--- src/rtl/mw_pkg.sv ---
package mw_pkg;
  typedef enum logic [2:0] {
    OP_NONE  = 3'd0,
    OP_ERASE = 3'd1,
    OP_WRITE = 3'd2,
    OP_ERAL  = 3'd3,
    OP_WRAL  = 3'd4,
    OP_EWEN  = 3'd5,
    OP_EWDS  = 3'd6
  } op_t;

  typedef enum logic [2:0] {
    F_IDLE, F_HDR, F_DATA, F_READ, F_ARMED, F_DROP
  } fst_t;
endpackage

--- src/rtl/mw_pins.sv ---
module mw_pins (
  input  logic clk,
  input  logic rst_n,
  input  logic cs,
  input  logic sk,
  output logic sk_rise,
  output logic cs_fall
);
  logic sk_q, cs_q;

  always_ff @(posedge clk or negedge rst_n) begin
    if (!rst_n) begin
      sk_q <= 1'b0;
      cs_q <= 1'b0;
    end else begin
      sk_q <= sk;
      cs_q <= cs;
    end
  end

  assign sk_rise = cs & sk & ~sk_q;
  assign cs_fall = cs_q & ~cs;
endmodule

--- src/rtl/mw_frame.sv ---
module mw_frame import mw_pkg::*; #(
  parameter int ADDR_W = 10,
  parameter int WORD_W = 16
) (
  input  logic              clk,
  input  logic              rst_n,
  input  logic              wide,
  input  logic              cs,
  input  logic              sk_rise,
  input  logic              cs_fall,
  input  logic              di,
  output logic              rd_start,
  output logic [ADDR_W-1:0] rd_base,
  output logic              issue,
  output op_t               iss_op,
  output logic [ADDR_W-1:0] iss_addr,
  output logic [WORD_W-1:0] iss_data,
  output logic              stat_en
);
  localparam int HW = ADDR_W + 3;
  localparam int CW = $clog2(HW + WORD_W);

  fst_t              state;
  logic [HW-2:0]     hdr;
  logic [HW-1:0]     nxt;
  logic [CW-1:0]     cnt, hdr_last, dat_last;
  logic [1:0]        opc, ext;
  logic [ADDR_W-1:0] eff;
  op_t               dec_op;
  logic              stat;

  assign hdr_last = wide ? CW'(ADDR_W + 1) : CW'(ADDR_W + 2);
  assign dat_last = wide ? CW'(WORD_W - 1) : CW'(WORD_W / 2 - 1);
  assign nxt      = {hdr, di};
  assign opc      = wide ? nxt[ADDR_W+1:ADDR_W] : nxt[ADDR_W+2:ADDR_W+1];
  assign ext      = wide ? nxt[ADDR_W-1:ADDR_W-2] : nxt[ADDR_W:ADDR_W-1];
  assign eff      = wide ? {1'b0, nxt[ADDR_W-2:0]} : nxt[ADDR_W-1:0];

  always_comb begin
    case (opc)
      2'b10:   dec_op = OP_NONE;
      2'b11:   dec_op = OP_ERASE;
      2'b01:   dec_op = OP_WRITE;
      default: begin
        case (ext)
          2'b11:   dec_op = OP_EWEN;
          2'b00:   dec_op = OP_EWDS;
          2'b10:   dec_op = OP_ERAL;
          default: dec_op = OP_WRAL;
        endcase
      end
    endcase
  end

  always_ff @(posedge clk or negedge rst_n) begin
    if (!rst_n) begin
      state    <= F_IDLE;
      hdr      <= '0;
      cnt      <= '0;
      rd_start <= 1'b0;
      rd_base  <= '0;
      iss_op   <= OP_NONE;
      iss_addr <= '0;
      iss_data <= '0;
      stat     <= 1'b0;
    end else begin
      rd_start <= 1'b0;
      if (issue && iss_op inside {OP_ERASE, OP_WRITE, OP_ERAL, OP_WRAL})
        stat <= 1'b1;
      if (!cs) begin
        state <= F_IDLE;
      end else if (sk_rise) begin
        case (state)
          F_IDLE: if (di) begin
            state <= F_HDR;
            cnt   <= '0;
            hdr   <= '0;
            stat  <= 1'b0;
          end
          F_HDR: begin
            hdr <= nxt[HW-2:0];
            cnt <= cnt + 1'b1;
            if (cnt == hdr_last) begin
              cnt <= '0;
              if (opc == 2'b10) begin
                state    <= F_READ;
                rd_start <= 1'b1;
                rd_base  <= eff;
              end else begin
                iss_op   <= dec_op;
                iss_addr <= (dec_op == OP_ERASE || dec_op == OP_WRITE) ? eff : '0;
                iss_data <= '0;
                state    <= (dec_op == OP_WRITE || dec_op == OP_WRAL) ? F_DATA : F_ARMED;
              end
            end
          end
          F_DATA: begin
            iss_data <= {iss_data[WORD_W-2:0], di};
            cnt      <= cnt + 1'b1;
            if (cnt == dat_last) state <= F_ARMED;
          end
          F_ARMED: state <= F_DROP;
          default: ;
        endcase
      end
    end
  end

  assign issue   = cs_fall && (state == F_ARMED);
  assign stat_en = stat && (state == F_IDLE);
endmodule

--- src/rtl/mw_reader.sv ---
module mw_reader #(
  parameter int ADDR_W = 10,
  parameter int WORD_W = 16
) (
  input  logic              clk,
  input  logic              rst_n,
  input  logic              wide,
  input  logic              cs,
  input  logic              sk_rise,
  input  logic              start,
  input  logic [ADDR_W-1:0] start_addr,
  input  logic [WORD_W-1:0] rd_data,
  output logic              rd_en,
  output logic [ADDR_W-2:0] rd_addr,
  output logic              dbit,
  output logic              drive
);
  localparam int HB = WORD_W / 2;
  localparam int BW = $clog2(WORD_W);

  logic              load;
  logic [ADDR_W-1:0] acnt, anext;
  logic [ADDR_W-2:0] wnext;
  logic [WORD_W-1:0] sh;
  logic [BW-1:0]     bcnt, blast;
  logic [HB-1:0]     sel_byte;

  assign blast    = wide ? BW'(WORD_W - 1) : BW'(HB - 1);
  assign wnext    = acnt[ADDR_W-2:0] + 1'b1;
  assign anext    = wide ? {1'b0, wnext} : acnt + 1'b1;
  assign rd_addr  = wide ? acnt[ADDR_W-2:0] : acnt[ADDR_W-1:1];
  assign sel_byte = acnt[0] ? rd_data[WORD_W-1:HB] : rd_data[HB-1:0];

  always_ff @(posedge clk or negedge rst_n) begin
    if (!rst_n) begin
      drive <= 1'b0;
      rd_en <= 1'b0;
      load  <= 1'b0;
      acnt  <= '0;
      sh    <= '0;
      bcnt  <= '0;
      dbit  <= 1'b0;
    end else begin
      load  <= rd_en;
      rd_en <= 1'b0;
      if (load) sh <= wide ? rd_data : {sel_byte, {HB{1'b0}}};
      if (!cs) begin
        drive <= 1'b0;
      end else if (start) begin
        drive <= 1'b1;
        dbit  <= 1'b0;
        acnt  <= start_addr;
        bcnt  <= '0;
        rd_en <= 1'b1;
      end else if (drive && sk_rise) begin
        dbit <= sh[WORD_W-1];
        sh   <= {sh[WORD_W-2:0], 1'b0};
        if (bcnt == blast) begin
          bcnt  <= '0;
          acnt  <= anext;
          rd_en <= 1'b1;
        end else begin
          bcnt <= bcnt + 1'b1;
        end
      end
    end
  end
endmodule

--- src/rtl/mw_cmd_port.sv ---
module mw_cmd_port import mw_pkg::*; #(
  parameter int ADDR_W = 10,
  parameter int WORD_W = 16
) (
  input  logic              clk,
  input  logic              rst_n,
  input  logic              issue,
  input  op_t               in_op,
  input  logic [ADDR_W-1:0] in_addr,
  input  logic [WORD_W-1:0] in_data,
  input  logic              ready,
  output logic              valid,
  output logic [2:0]        op,
  output logic [ADDR_W-1:0] addr,
  output logic [WORD_W-1:0] data
);
  always_ff @(posedge clk or negedge rst_n) begin
    if (!rst_n) begin
      valid <= 1'b0;
      op    <= 3'd0;
      addr  <= '0;
      data  <= '0;
    end else if (issue && (!valid || ready)) begin
      valid <= 1'b1;
      op    <= in_op;
      addr  <= in_addr;
      data  <= in_data;
    end else if (valid && ready) begin
      valid <= 1'b0;
    end
  end
endmodule

--- src/rtl/mw_front.sv ---
module mw_front import mw_pkg::*; #(
  parameter int ADDR_W = 10,
  parameter int WORD_W = 16
) (
  input  logic              clk,
  input  logic              rst_n,
  input  logic              org_x16,
  input  logic              cs,
  input  logic              sk,
  input  logic              di,
  output logic              do_out,
  output logic              do_oe,
  input  logic              prog_busy,
  output logic              rd_en,
  output logic [ADDR_W-2:0] rd_addr,
  input  logic [WORD_W-1:0] rd_data,
  output logic              cmd_valid,
  input  logic              cmd_ready,
  output logic [2:0]        cmd_op,
  output logic [ADDR_W-1:0] cmd_addr,
  output logic [WORD_W-1:0] cmd_data
);
  logic              sk_rise, cs_fall, rd_start, issue, stat_en, dbit, drive;
  logic [ADDR_W-1:0] rd_base, iss_addr;
  logic [WORD_W-1:0] iss_data;
  op_t               iss_op;

  mw_pins u_pins (
    .clk(clk), .rst_n(rst_n), .cs(cs), .sk(sk),
    .sk_rise(sk_rise), .cs_fall(cs_fall)
  );

  mw_frame #(.ADDR_W(ADDR_W), .WORD_W(WORD_W)) u_frame (
    .clk(clk), .rst_n(rst_n), .wide(org_x16), .cs(cs), .sk_rise(sk_rise),
    .cs_fall(cs_fall), .di(di), .rd_start(rd_start), .rd_base(rd_base),
    .issue(issue), .iss_op(iss_op), .iss_addr(iss_addr), .iss_data(iss_data),
    .stat_en(stat_en)
  );

  mw_reader #(.ADDR_W(ADDR_W), .WORD_W(WORD_W)) u_reader (
    .clk(clk), .rst_n(rst_n), .wide(org_x16), .cs(cs), .sk_rise(sk_rise),
    .start(rd_start), .start_addr(rd_base), .rd_data(rd_data),
    .rd_en(rd_en), .rd_addr(rd_addr), .dbit(dbit), .drive(drive)
  );

  mw_cmd_port #(.ADDR_W(ADDR_W), .WORD_W(WORD_W)) u_cmd (
    .clk(clk), .rst_n(rst_n), .issue(issue), .in_op(iss_op),
    .in_addr(iss_addr), .in_data(iss_data), .ready(cmd_ready),
    .valid(cmd_valid), .op(cmd_op), .addr(cmd_addr), .data(cmd_data)
  );

  assign do_oe  = cs & (drive | stat_en);
  assign do_out = do_oe & (drive ? dbit : ~prog_busy);
endmodule

--- config.mk ---
export PLATFORM = sky130hd
export DESIGN_NAME = mw_front
export DESIGN_NICKNAME = d
export VERILOG_FILES = /design/src/rtl/mw_pkg.sv /design/src/rtl/mw_pins.sv /design/src/rtl/mw_frame.sv /design/src/rtl/mw_reader.sv /design/src/rtl/mw_cmd_port.sv /design/src/rtl/mw_front.sv
export SDC_FILE = /design/constraint.sdc
export NUM_CORES = 1
export LEC_CHECK = 0
export BUFFER_PORTS_ARGS = -buffer_cell sky130_fd_sc_hd__buf_2
export CORE_MARGIN = 8
export CORE_UTILIZATION = 55
export CTS_CLUSTER_SIZE = 14
export DETAILED_ROUTE_END_ITERATION = 10
export GPL_ROUTABILITY_DRIVEN = 0
export GPL_TIMING_DRIVEN = 0
export PLACE_DENSITY = 0.76
export SETUP_SLACK_MARGIN = 0.2
export SLEW_MARGIN = 10
export SYNTH_ARGS = -nofsm -noshare
export SYNTH_HDL_FRONTEND = slang
export SYNTH_HIERARCHICAL = 1
export SYNTH_SLANG_ARGS = --single-unit
--- constraint.sdc ---
create_clock -name clk -period 4.4 [get_ports clk]
set_input_delay 0.66 -clock clk [delete_from_list [all_inputs] [get_ports clk]]
set_output_delay 0.66 -clock clk [all_outputs]
set_load 0.005 [all_outputs]
==> qor.txt <==
P_leak - 3.51 nW
Top sig layer - met4
Average cell area after synthesis - 10.8 sq um
Initial Utilization - 56.3%
Post-Layout Cell Count - 804
IO buf count - 65
Met2 wire len - 6780 microns
Final-report setup violation count - 0
Final Util - 66.4%
CTS Buffer Depth - 2
Hold Fails Final Rpt - 0
Clock insertion delay at the later pin of the skew report - 0.53 ns
First-pass GRT wire length - 23300 microns
Multi-input logic area - 0.00267 sq mm
Fin crit share - 61.3%
XOR/XNOR Fraction of Synth Area - 0.554%
Setup Buffers After CTS - 0
Met3 WL - 950 microns
Sequential fraction of the synthesis area - 52.1%
DRC violations left - 0
Commonest non-fill, non-tap cell in the layout - dfrtp_1
Worst Path Arrival - 2.04 ns
Crit path max-delay cell type - dfrtp_1
H-tree level count - 4
Critical path fanouts, max - 10
Crit path buf inv count - 3
First-pass DRT Iterations - 5
Post-CTS sizing - 0
Layout cell share with drive strength beyond 1 - 24.8%
Layout area overhead - 17.9%
Initial antenna violation count - 0
Top_reg_cell synth - dfrtp_1
DPL Wire Length - 9530 microns
Worst-path cell chain - clkbuf_1 > inv_1 > and3_1 > and4bb_1 > a31o_1 > buf_2
Die extent in y - 121 microns
Final WL - 13900 microns
Commonest cells after routing, fill and taps aside - dfrtp_1 (127), buf_2 (68), nand2_1 (67)
Synth Area in Compound Gates - 16.0%
Ports - 66
Worst path top cell family by delay - buffers and inverters
Hold Buf Count CTS - 0
Largest family of logic cells by synthesized area - compound AO/OA/AOI/OAI gates
Mux contribution to synthesized area - 13.2%
N_diodes - 0
CP peak stage delay - 0.34 ns
GRT Total Usage - 19.6%
EDFF count, synth - 0
Worst Setup Start Kind - register
Adder-Cell Fraction of Synth Area - 0.615%
Total Power - 2.64 mW
Via-to-Cell Ratio - 5.91
Largest net degree at the start of global routing - 77
Slew Limit Headroom - 43.1%
Critical Path Sink Type - primary output
Pre-CTS setup slack - 1.52 ns
Slew Limit Fails - 0
Die footprint - 0.0147 sq mm
Setup tns final - 0 ns
Die width - 121 microns
Status - finished clean
Fraction of registers with async set or reset after synthesis - 100%
Req. time, crit path - 3.74 ns
Reg area - 0.00318 sq mm
TritonCTS clock tree - built
Unrepaired setup endpoints after global routing - no
VDD IR-drop max - 375 uV
Routed wire per std cell - 17.3 microns
Global route overflow - 0
Post-DP Area - 0.00664 sq mm
Clock Sinks - 127
Min Hold Slack - 0.0748 ns
Seq cells post-synth - 127
Warnings, synthesis - 6
Row count - 38
Critical path class - reg2out
Wl on met1 - 6030 microns
Post-Syn Area - 0.00610 sq mm
Reg clk slew, reported paths - 0.06 ns
Number of max-cap violations - 0
Least-Margin Pin Slew - 0.846 ns
Finished layout cell area - 0.00720 sq mm
Vias in the first global route - 4806
Syn Nets - 593
Fill cell instance count of the final layout - 832
Skew final - 0.00962 ns
Dpl cells - 772
Core area - 0.0108 sq mm
Netlist cell types - 63
Synth Area in Simple Gates - 13.5%
DR iter-0 viols - 536
Worst Hold Class - in2async
Fin crit period - 2.70 ns
Setup ws final - 1.70 ns
Synth Instances - 566
CTS Buf Count - 17
CTS root buf - clkbuf_8
Post-DRT Antenna Nets - 0
PD cells - 367 mW/mm^2
Fmax - 371 MHz
Nets - 678
Vias - 4748
[state kept, by name, summed over array words and instances (netlist names), 3 cells and up]
| register | count |
|---|---|
| u_reader/sh | 16 |
| u_cmd/data | 16 |
| u_frame/cnt | 5 |
| u_frame/rd_base | 10 |
| u_reader/acnt | 10 |
| u_frame/hdr | 12 |
| u_frame/iss_addr | 10 |
| u_frame/iss_op | 3 |
| u_cmd/addr | 10 |
| u_frame/iss_data | 16 |
| u_reader/bcnt | 4 |
| u_cmd/op | 3 |
| u_frame/state | 3 |
[synth_stat cells, drive strengths merged (6+ instances only)]
master,count,area share [%]
o22ai,8,0.82
a22o,14,2.0
a21oi,13,1.1
nor2,13,0.84
nand2,67,4.1
nand3,13,1.1
nor2b,15,1.5
nor3,6,0.66
dfrtp,127,52
a22oi,18,2.2
mux2i,17,2.8
a31oi,10,1.0
nand2b,10,1.0
mux2,50,10
buf,11,1.4
o21ai,63,5.2
and3,11,1.1
clkbuf,20,1.2
inv,24,1.5
[power by group]
| part | total [mW] | switching, mW | internal, mW |
|---|---|---|---|
| Combinational | 0.130 | 0.0732 | 0.0564 |
| Sequential | 1.21 | 0.0180 | 1.19 |
| Clock | 1.30 | 0.495 | 0.806 |
| Total | 2.64 | 0.586 | 2.06 |
[area by class of cell]
| type | count | share of cell area [%] |
|---|---|---|
| buffer | 31 | 2.23 |
| clock buffer | 23 | 6.62 |
| sequential | 127 | 44.2 |
| timing repair buffer | 66 | 4.99 |
| clock inverter | 9 | 1.17 |
| tap | 140 | 2.43 |
| multi-input combinational | 384 | 37.1 |
| inverter | 24 | 1.25 |
[final timing paths]
check	startpoint	endpoint	slack [ns]	depth (start not counted)
worst max-delay path	u_frame/state[2]$_DFFE_PN0P_	do_out	1.70	6
worst min-delay path	rst_n	u_reader/sh[8]$_DFF_PN0_	0.07	1
worst max register to register	u_pins/sk_q$_DFF_PN0_	u_frame/iss_data[13]$_DFFE_PN0P_	1.99	6
worst min register to register	u_reader/rd_en$_DFF_PN0_	u_reader/load$_DFF_PN0_	0.37	0
max in group asynchronous	rst_n	u_frame/iss_addr[7]$_DFFE_PN0P_	3.59	2
min in group clk	sk	u_pins/sk_q$_DFF_PN0_	0.26	1
[metal layers]
metal	up-vias	global-route usage [%]
li1	2196	-
met1	2351	24.0
met2	179	31.6
met3	22	6.89
met4	0	6.86
met5	-	0
[cells by family after synthesis]
| group | Yosys count |
|---|---|
| and+or+nand+nor | 158 |
| AOI/OAI and AO/OA | 153 |
| DFF | 127 |
| muxes | 67 |
| buffers and inverters | 55 |
| xor gates and xnor gates | 3 |
| adders and majority gates | 3 |
No activity file was read; power rests on OpenSTA's default activity.
